--- config.mk ---
export PLATFORM = sky130hd
export DESIGN_NAME = rcs_reset_ctl
export DESIGN_NICKNAME = d
export VERILOG_FILES = /design/src/rtl/rcs_pkg.sv /design/src/rtl/rcs_addr_dec.sv /design/src/rtl/rcs_ctrl_bank.sv /design/src/rtl/rcs_status.sv /design/src/rtl/rcs_reset_ctl.sv
export SDC_FILE = /design/constraint.sdc
export NUM_CORES = 1
export LEC_CHECK = 0
export ABC_AREA = 1
export BUFFER_PORTS_ARGS = -buffer_cell sky130_fd_sc_hd__buf_2
export CORE_UTILIZATION = 56
export DETAILED_ROUTE_END_ITERATION = 12
export PLACE_DENSITY_LB_ADDON = 0.08
export SKIP_CTS_REPAIR_TIMING = 1
export SYNTH_ARGS = -nofsm -noshare
export SYNTH_HDL_FRONTEND = slang
export SYNTH_SLANG_ARGS = --single-unit
--- constraint.sdc ---
create_clock -name clk -period 1.6 [get_ports clk]
set_input_delay 0.08 -clock clk [delete_from_list [all_inputs] [get_ports clk]]
set_output_delay 0.08 -clock clk [all_outputs]
set_load 0.03 [all_outputs]
--- src/rtl/rcs_pkg.sv ---
package rcs_pkg;
   localparam int unsigned BIT_PWRON      = 31;
   localparam int unsigned BIT_SOFT_PWRON = 30;
   localparam int unsigned BIT_SOFT_EXT   = 29;
   localparam int unsigned BIT_BTN_PWRON  = 28;
   localparam int unsigned BIT_BTN_EXT    = 27;

   localparam logic [31:0] LIVE_MASK  = 32'hF800_0000;
   localparam logic [31:0] CLR_MASK   = 32'h9800_0000;
   localparam logic [31:0] SET_MASK   = 32'h6000_0000;
   localparam logic [31:0] PWRON_CODE = 32'h8000_0000;
endpackage

--- src/rtl/rcs_addr_dec.sv ---
module rcs_addr_dec #(
   parameter int unsigned ADDR_W = 16,
   parameter int unsigned NUM_CTRL = 12,
   parameter int unsigned IDX_W = 4,
   parameter logic [ADDR_W-1:0] STAT_BASE = 16'hF020,
   parameter logic [ADDR_W-1:0] CTRL_BASE = 16'h2000
) (
   input  logic [ADDR_W-1:0] addr,
   output logic              hit_stat_hi,
   output logic              hit_ctrl,
   output logic [IDX_W-1:0]  ctrl_idx
);
   localparam logic [ADDR_W-1:0] CTRL_SPAN = ADDR_W'(NUM_CTRL * 4);

   logic [ADDR_W-1:0] ctrl_off;
   logic              slot_hit;

   always_comb begin
      ctrl_off    = addr - CTRL_BASE;
      slot_hit    = (addr[ADDR_W-1:3] == STAT_BASE[ADDR_W-1:3]);
      hit_stat_hi = slot_hit && addr[2];
      hit_ctrl    = (addr >= CTRL_BASE) && (ctrl_off < CTRL_SPAN);
      ctrl_idx    = ctrl_off[IDX_W+1:2];
   end
endmodule

--- src/rtl/rcs_ctrl_bank.sv ---
module rcs_ctrl_bank #(
   parameter int unsigned DATA_W = 32,
   parameter int unsigned NUM_CTRL = 12,
   parameter int unsigned IDX_W = 4
) (
   input  logic              clk,
   input  logic              rst_n,
   input  logic              wr_en,
   input  logic [IDX_W-1:0]  idx,
   input  logic [DATA_W-1:0] wdata,
   output logic [DATA_W-1:0] rdata
);
   logic [DATA_W-1:0] word_q [NUM_CTRL];

   for (genvar g = 0; g < NUM_CTRL; g++) begin : g_word
      always_ff @(posedge clk or negedge rst_n) begin
         if (!rst_n) begin
            word_q[g] <= '0;
         end else if (wr_en && (idx == IDX_W'(g))) begin
            word_q[g] <= wdata;
         end
      end
   end

   always_comb begin
      rdata = '0;
      for (int k = 0; k < NUM_CTRL; k++) begin
         if (idx == IDX_W'(k)) rdata = word_q[k];
      end
   end
endmodule

--- src/rtl/rcs_status.sv ---
module rcs_status
   import rcs_pkg::*;
#(
   parameter int unsigned DATA_W = 32,
   parameter int unsigned CNT_W = 4,
   parameter bit CNT_SATURATE = 1'b1
) (
   input  logic              clk,
   input  logic              rst_n,
   input  logic              warm_rst,
   input  logic              wr_en,
   input  logic [DATA_W-1:0] wdata,
   output logic [DATA_W-1:0] status_q,
   output logic [CNT_W-1:0]  cnt_q,
   output logic              req_q
);
   localparam logic [CNT_W-1:0] CNT_MAX = '1;

   logic [DATA_W-1:0] wmask;
   logic [CNT_W-1:0]  cnt_next;
   logic              cmd_req;

   if (CNT_SATURATE) begin : g_sat
      assign cnt_next = (cnt_q == CNT_MAX) ? cnt_q : cnt_q + 1'b1;
   end else begin : g_wrap
      assign cnt_next = cnt_q + 1'b1;
   end

   always_comb begin
      wmask   = wdata & LIVE_MASK;
      cmd_req = wmask[BIT_SOFT_PWRON] | wmask[BIT_SOFT_EXT];
   end

   always_ff @(posedge clk or negedge rst_n) begin
      if (!rst_n) begin
         status_q <= PWRON_CODE;
         cnt_q    <= CNT_W'(1);
         req_q    <= 1'b0;
      end else if (warm_rst) begin
         req_q <= 1'b0;
         cnt_q <= cnt_next;
         if (cnt_q == '0) status_q <= PWRON_CODE;
      end else begin
         req_q <= wr_en && cmd_req;
         if (wr_en) begin
            status_q <= (status_q & ~(wmask & CLR_MASK)) | (wmask & SET_MASK);
            if (wmask[BIT_SOFT_PWRON]) cnt_q <= '0;
         end
      end
   end
endmodule

--- src/rtl/rcs_reset_ctl.sv ---
module rcs_reset_ctl #(
   parameter int unsigned ADDR_W = 16,
   parameter int unsigned DATA_W = 32,
   parameter int unsigned NUM_CTRL = 12,
   parameter int unsigned CNT_W = 4,
   parameter bit CNT_SATURATE = 1'b1,
   parameter logic [ADDR_W-1:0] STAT_BASE = 16'hF020,
   parameter logic [ADDR_W-1:0] CTRL_BASE = 16'h2000
) (
   input  logic              clk,
   input  logic              rst_n,
   input  logic              warm_rst,
   input  logic              bus_sel,
   input  logic              bus_wr,
   input  logic [ADDR_W-1:0] bus_addr,
   input  logic [DATA_W-1:0] bus_wdata,
   output logic [DATA_W-1:0] bus_rdata,
   output logic              sys_reset_req
);
   localparam int unsigned IDX_W = (NUM_CTRL > 1) ? $clog2(NUM_CTRL) : 1;

   if (DATA_W != 32) begin : g_bad_width
      $error("rcs_reset_ctl: flag positions need DATA_W of 32");
   end
   if (NUM_CTRL < 1 || NUM_CTRL > 16) begin : g_bad_count
      $error("rcs_reset_ctl: NUM_CTRL must be 1 to 16");
   end
   if (CNT_W < 2) begin : g_bad_cnt
      $error("rcs_reset_ctl: CNT_W must be at least 2");
   end

   logic              hit_stat_hi;
   logic              hit_ctrl;
   logic [IDX_W-1:0]  ctrl_idx;
   logic              wr_ok;
   logic [DATA_W-1:0] status_q;
   logic [CNT_W-1:0]  cnt_q;
   logic [DATA_W-1:0] ctrl_rdata;

   assign wr_ok = bus_sel && bus_wr && !warm_rst;

   rcs_addr_dec #(
      .ADDR_W(ADDR_W), .NUM_CTRL(NUM_CTRL), .IDX_W(IDX_W),
      .STAT_BASE(STAT_BASE), .CTRL_BASE(CTRL_BASE)
   ) u_dec (
      .addr(bus_addr), .hit_stat_hi(hit_stat_hi),
      .hit_ctrl(hit_ctrl), .ctrl_idx(ctrl_idx)
   );

   rcs_status #(
      .DATA_W(DATA_W), .CNT_W(CNT_W), .CNT_SATURATE(CNT_SATURATE)
   ) u_stat (
      .clk(clk), .rst_n(rst_n), .warm_rst(warm_rst),
      .wr_en(wr_ok && hit_stat_hi), .wdata(bus_wdata),
      .status_q(status_q), .cnt_q(cnt_q), .req_q(sys_reset_req)
   );

   rcs_ctrl_bank #(
      .DATA_W(DATA_W), .NUM_CTRL(NUM_CTRL), .IDX_W(IDX_W)
   ) u_bank (
      .clk(clk), .rst_n(rst_n), .wr_en(wr_ok && hit_ctrl),
      .idx(ctrl_idx), .wdata(bus_wdata), .rdata(ctrl_rdata)
   );

   always_comb begin
      bus_rdata = '0;
      if (bus_sel && !bus_wr) begin
         if (hit_stat_hi)   bus_rdata = status_q;
         else if (hit_ctrl) bus_rdata = ctrl_rdata;
      end
   end
endmodule

==> run summary <==
The run finished, with violations left. The final reports fail on hold timing, setup timing. Row generation in the floorplan step produced 67 rows. The post-synthesis cell count came out at 2106.

The fraction of final layout cells with drive strength greater than 1 is 18.5%. The global placer's final weighted congestion came out at 0.848. CTS placed an instance of sky130_fd_sc_hd__clkbuf_16 at the clock tree root. The area growth from synthesis to layout is 21.7%. TritonCTS built the clock tree. The average routed wire per standard cell came out at 18.3 um. The number of buffers created by CTS came out at 42. The headroom to the max-slew limit came out at 64.7%. The remaining global-route overflow is 0. Static timing analysis puts the maximum clock frequency at 0.483 GHz. The number of primary I/O pins is 86. For this configuration, the core starts out at a cell density of 57.4%. The placed wire-length estimate is 33400 um. Setup repair after global routing could not meet its margin everywhere. The post-synthesis register bit count is 394. The share of the yosys chip area belonging to registers came out at 50.8%. The synthesis warning total is 0. The post-layout utilization of the core came out at 69.9%. The vertical die dimension is 188 um. The leakage power of the design is 0.0169 uW. The delay of the slowest critical-path stage came out at 380 ps. The horizontal die dimension came out at 188 um. The number of max-capacitance violations reported is 0. The area used by multi-input combinational logic came out at 7460 sq um. The number of buffers added on ports came out at 83. The largest net degree at the start of global routing is 54. The worst setup path is of the flop to primary output kind. The initial antenna violation count came to 0. The post-route cell area came out at 23600 sq um. The maximum fanout count along the critical path is 2. For the worst setup path, the data required time is 1520 ps.

The setup slack of the most critical reg-to-reg path is 100 ps. The power per cell area is 869 nW/um^2. The cell area after placement came out at 21500 sq um. The number of global-route vias before repair is 14500. Data arrives at the worst endpoint at 1990 ps. The count of pins over their slew limit is 0.

After layout, the worst path uses 129% of the clock period. The number of setup violations in the final report is 32. The commonest non-fill, non-tap cell in the layout is sky130_fd_sc_hd__inv_1. The worst-path cell with the longest stage delay is sky130_fd_sc_hd__dfrtp_1. The post-placement cell count came out at 2661. The post-detailed-route DRC marker count came out at 0. The final hold violation count came to 12. The filler cell count in the final layout came out at 2626.

The core area is 33800 sq um. At the pin with the least slew margin, the transition time is 528 ps. The depth of the worst register-to-register path is 7.

The vias per cell is 5.22. The average instance area after synthesis came out at 9.22 sq um. The worst hold-check path type is primary input to flop. The total wire length is 50900 um. The clock net in this run drives a total of 394 sinks. The clock insertion delay at the later pin of the skew report is 540 ps. Leaving out fill and tap cells, the most frequent cells in the layout are sky130_fd_sc_hd__inv_1 (459), sky130_fd_sc_hd__dfrtp_1 (392), sky130_fd_sc_hd__mux2i_1 (348).

Registers take 9860 sq um. The largest vdd supply drop is 0.700 mV. The source of the worst hold timing path is warm_rst. In this run the critical register-to-register path is launched from u_stat.cnt_q[0]$_DFFE_PN1P_. After the last flow step, the layout net total stands at 2368.

The worst hold path terminates at u_stat.cnt_q[2]$_DFFE_PN0P_. Walking the worst path, the cells encountered are nand2_1 > nand3_1 > o21ai_1 > buf_4 > nand4_1 > nor2_1 > nand4_1 > nor2_1 > nor2_2 > buf_6. The count of routing violations after the opening detailed-route iteration is 815.

Summing every instance area after synthesis gives 19400 sq um. The final-layout setup total negative slack is -10150 ps. The slack of the critical path came out at -470 ps. The clock-pin slew on the worst setup and hold paths came out at 60 ps. The H-tree level count is 2. The pre-antenna-repair detailed-routing pass consisted of 4 iterations.

STA classifies the critical path endpoint as a primary output. The time the final worst path needs with I/O delays and setup came out at 2070 ps. The die covers 35400 sq um.

The global-route wire length before repair came out at 80400 um. The clock skew came out at 7.06 ps. In this run, distinct cell masters in the synthesized netlist total 34.

The number of buffers on the longest clock path is 3. STA classifies the critical path startpoint as a flop. The worst hold path cell count is 4.

The number of cells in the finished layout apart from fillers came out at 2789. The endpoint of the lowest-slack register-to-register path is u_stat.cnt_q[3]$_DFFE_PN0P_. Global routing used 29.3% of the available tracks.

The number of nets in the synthesized netlist came out at 2163. The worst slack on hold paths is -46.0 ps. The via count of the routed design came out at 14600. The count of antenna-violating nets left after detailed routing is 0.
## cell usage after synthesis (all sizes together)
library cell	number	area share (%)
buf	57	2.5
clkinv	2	0.039
or2	16	0.52
a21oi	92	2.4
dfstp	2	0.27
o22ai	5	0.16
o21ai	26	0.67
and3	1	0.032
dfrtp	392	51
inv	466	9.0
nand4	56	1.9
a21boi	2	0.077
mux2i	348	18
o21a	1	0.039
nand2	366	7.9
nand3	42	1.1
nor2	170	3.4
nor3	3	0.14
ha	4	0.26
clkbuf	54	1.0
nand3b	1	0.039
## state kept, by name, indices dropped and copies added, names as in the netlist
register,cells
u_bank.word_q,384
u_stat.cnt_q,4
u_stat.req_q,1
u_stat.status_q,5
## per-stage QoR
stage	hold WS [ps]	total power (uW)	setup slack [ps]
after floorplan	-216	10700	5.14
after global placement	37.6	11400	-336
after detailed placement	33.8	11400	-406
after CTS	-531	20600	-535
after global routing	3.03	21200	-626
final	-46.0	20500	-470
## worst max-delay path: cells and delay by family (launching register included)
| kind | cells | cell delay (ps) |
|---|---|---|
| compound gates | 1 | 80 |
| buf+inv | 2 | 280 |
| flops | 1 | 380 |
| simple gates | 7 | 720 |
## power by group
part / internal (uW) / total, uW / switching, uW
sequential: 10000 / 10100 / 48.2
clock: 5320 / 9210 / 3880
combinational: 411 / 1220 / 811
total: 15800 / 20500 / 4740
## final cells by class
cell class	count	area share (%)
inverter	468	7.46
clock inverter	13	0.397
sequential	394	41.7
timing repair buffer	272	11.4
tap	448	2.37
antenna	1	0.0106
multi-input combinational	1133	31.6
clock buffer	60	5.04
## per-layer routing
metal | track usage (%) | vias up | share of wire, %
met1 | 41.1 | 7201 | 45
met5 | 0 | - | 0
met2 | 46.9 | 369 | 47
met3 | 4.72 | 95 | 5.5
li1 | - | 6900 | -
met4 | 8.54 | 0 | 2.5
## worst max path at each step
stage / from / endpoint / slack, ps / cells after the start
after detailed placement: bus_addr[13] / u_bank.word_q[261]$_DFFE_PN0P_ / -410 / 11
after floorplan: bus_addr[5] / bus_rdata[30] / 5 / 10
after CTS: u_bank.word_q[350]$_DFFE_PN0P_ / bus_rdata[30] / -530 / 9
final: u_bank.word_q[322]$_DFFE_PN0P_ / bus_rdata[2] / -470 / 10
after global routing: u_bank.word_q[354]$_DFFE_PN0P_ / bus_rdata[2] / -630 / 10
after global placement: bus_addr[14] / bus_rdata[7] / -340 / 14
## cells by family after synthesis
| logic type | count (synthesis) | share of synthesized area, % |
|---|---|---|
| flip-flops | 394 | 50.8 |
| multiplexers | 348 | 17.9 |
| AND/OR/NAND/NOR | 655 | 15.0 |
| buffers and inverters | 579 | 12.6 |
| adder cells (fa/ha/maj) | 4 | 0.258 |
| AO/OA/AOI/OAI | 126 | 3.34 |
Power figures use the tool's default switching activity.
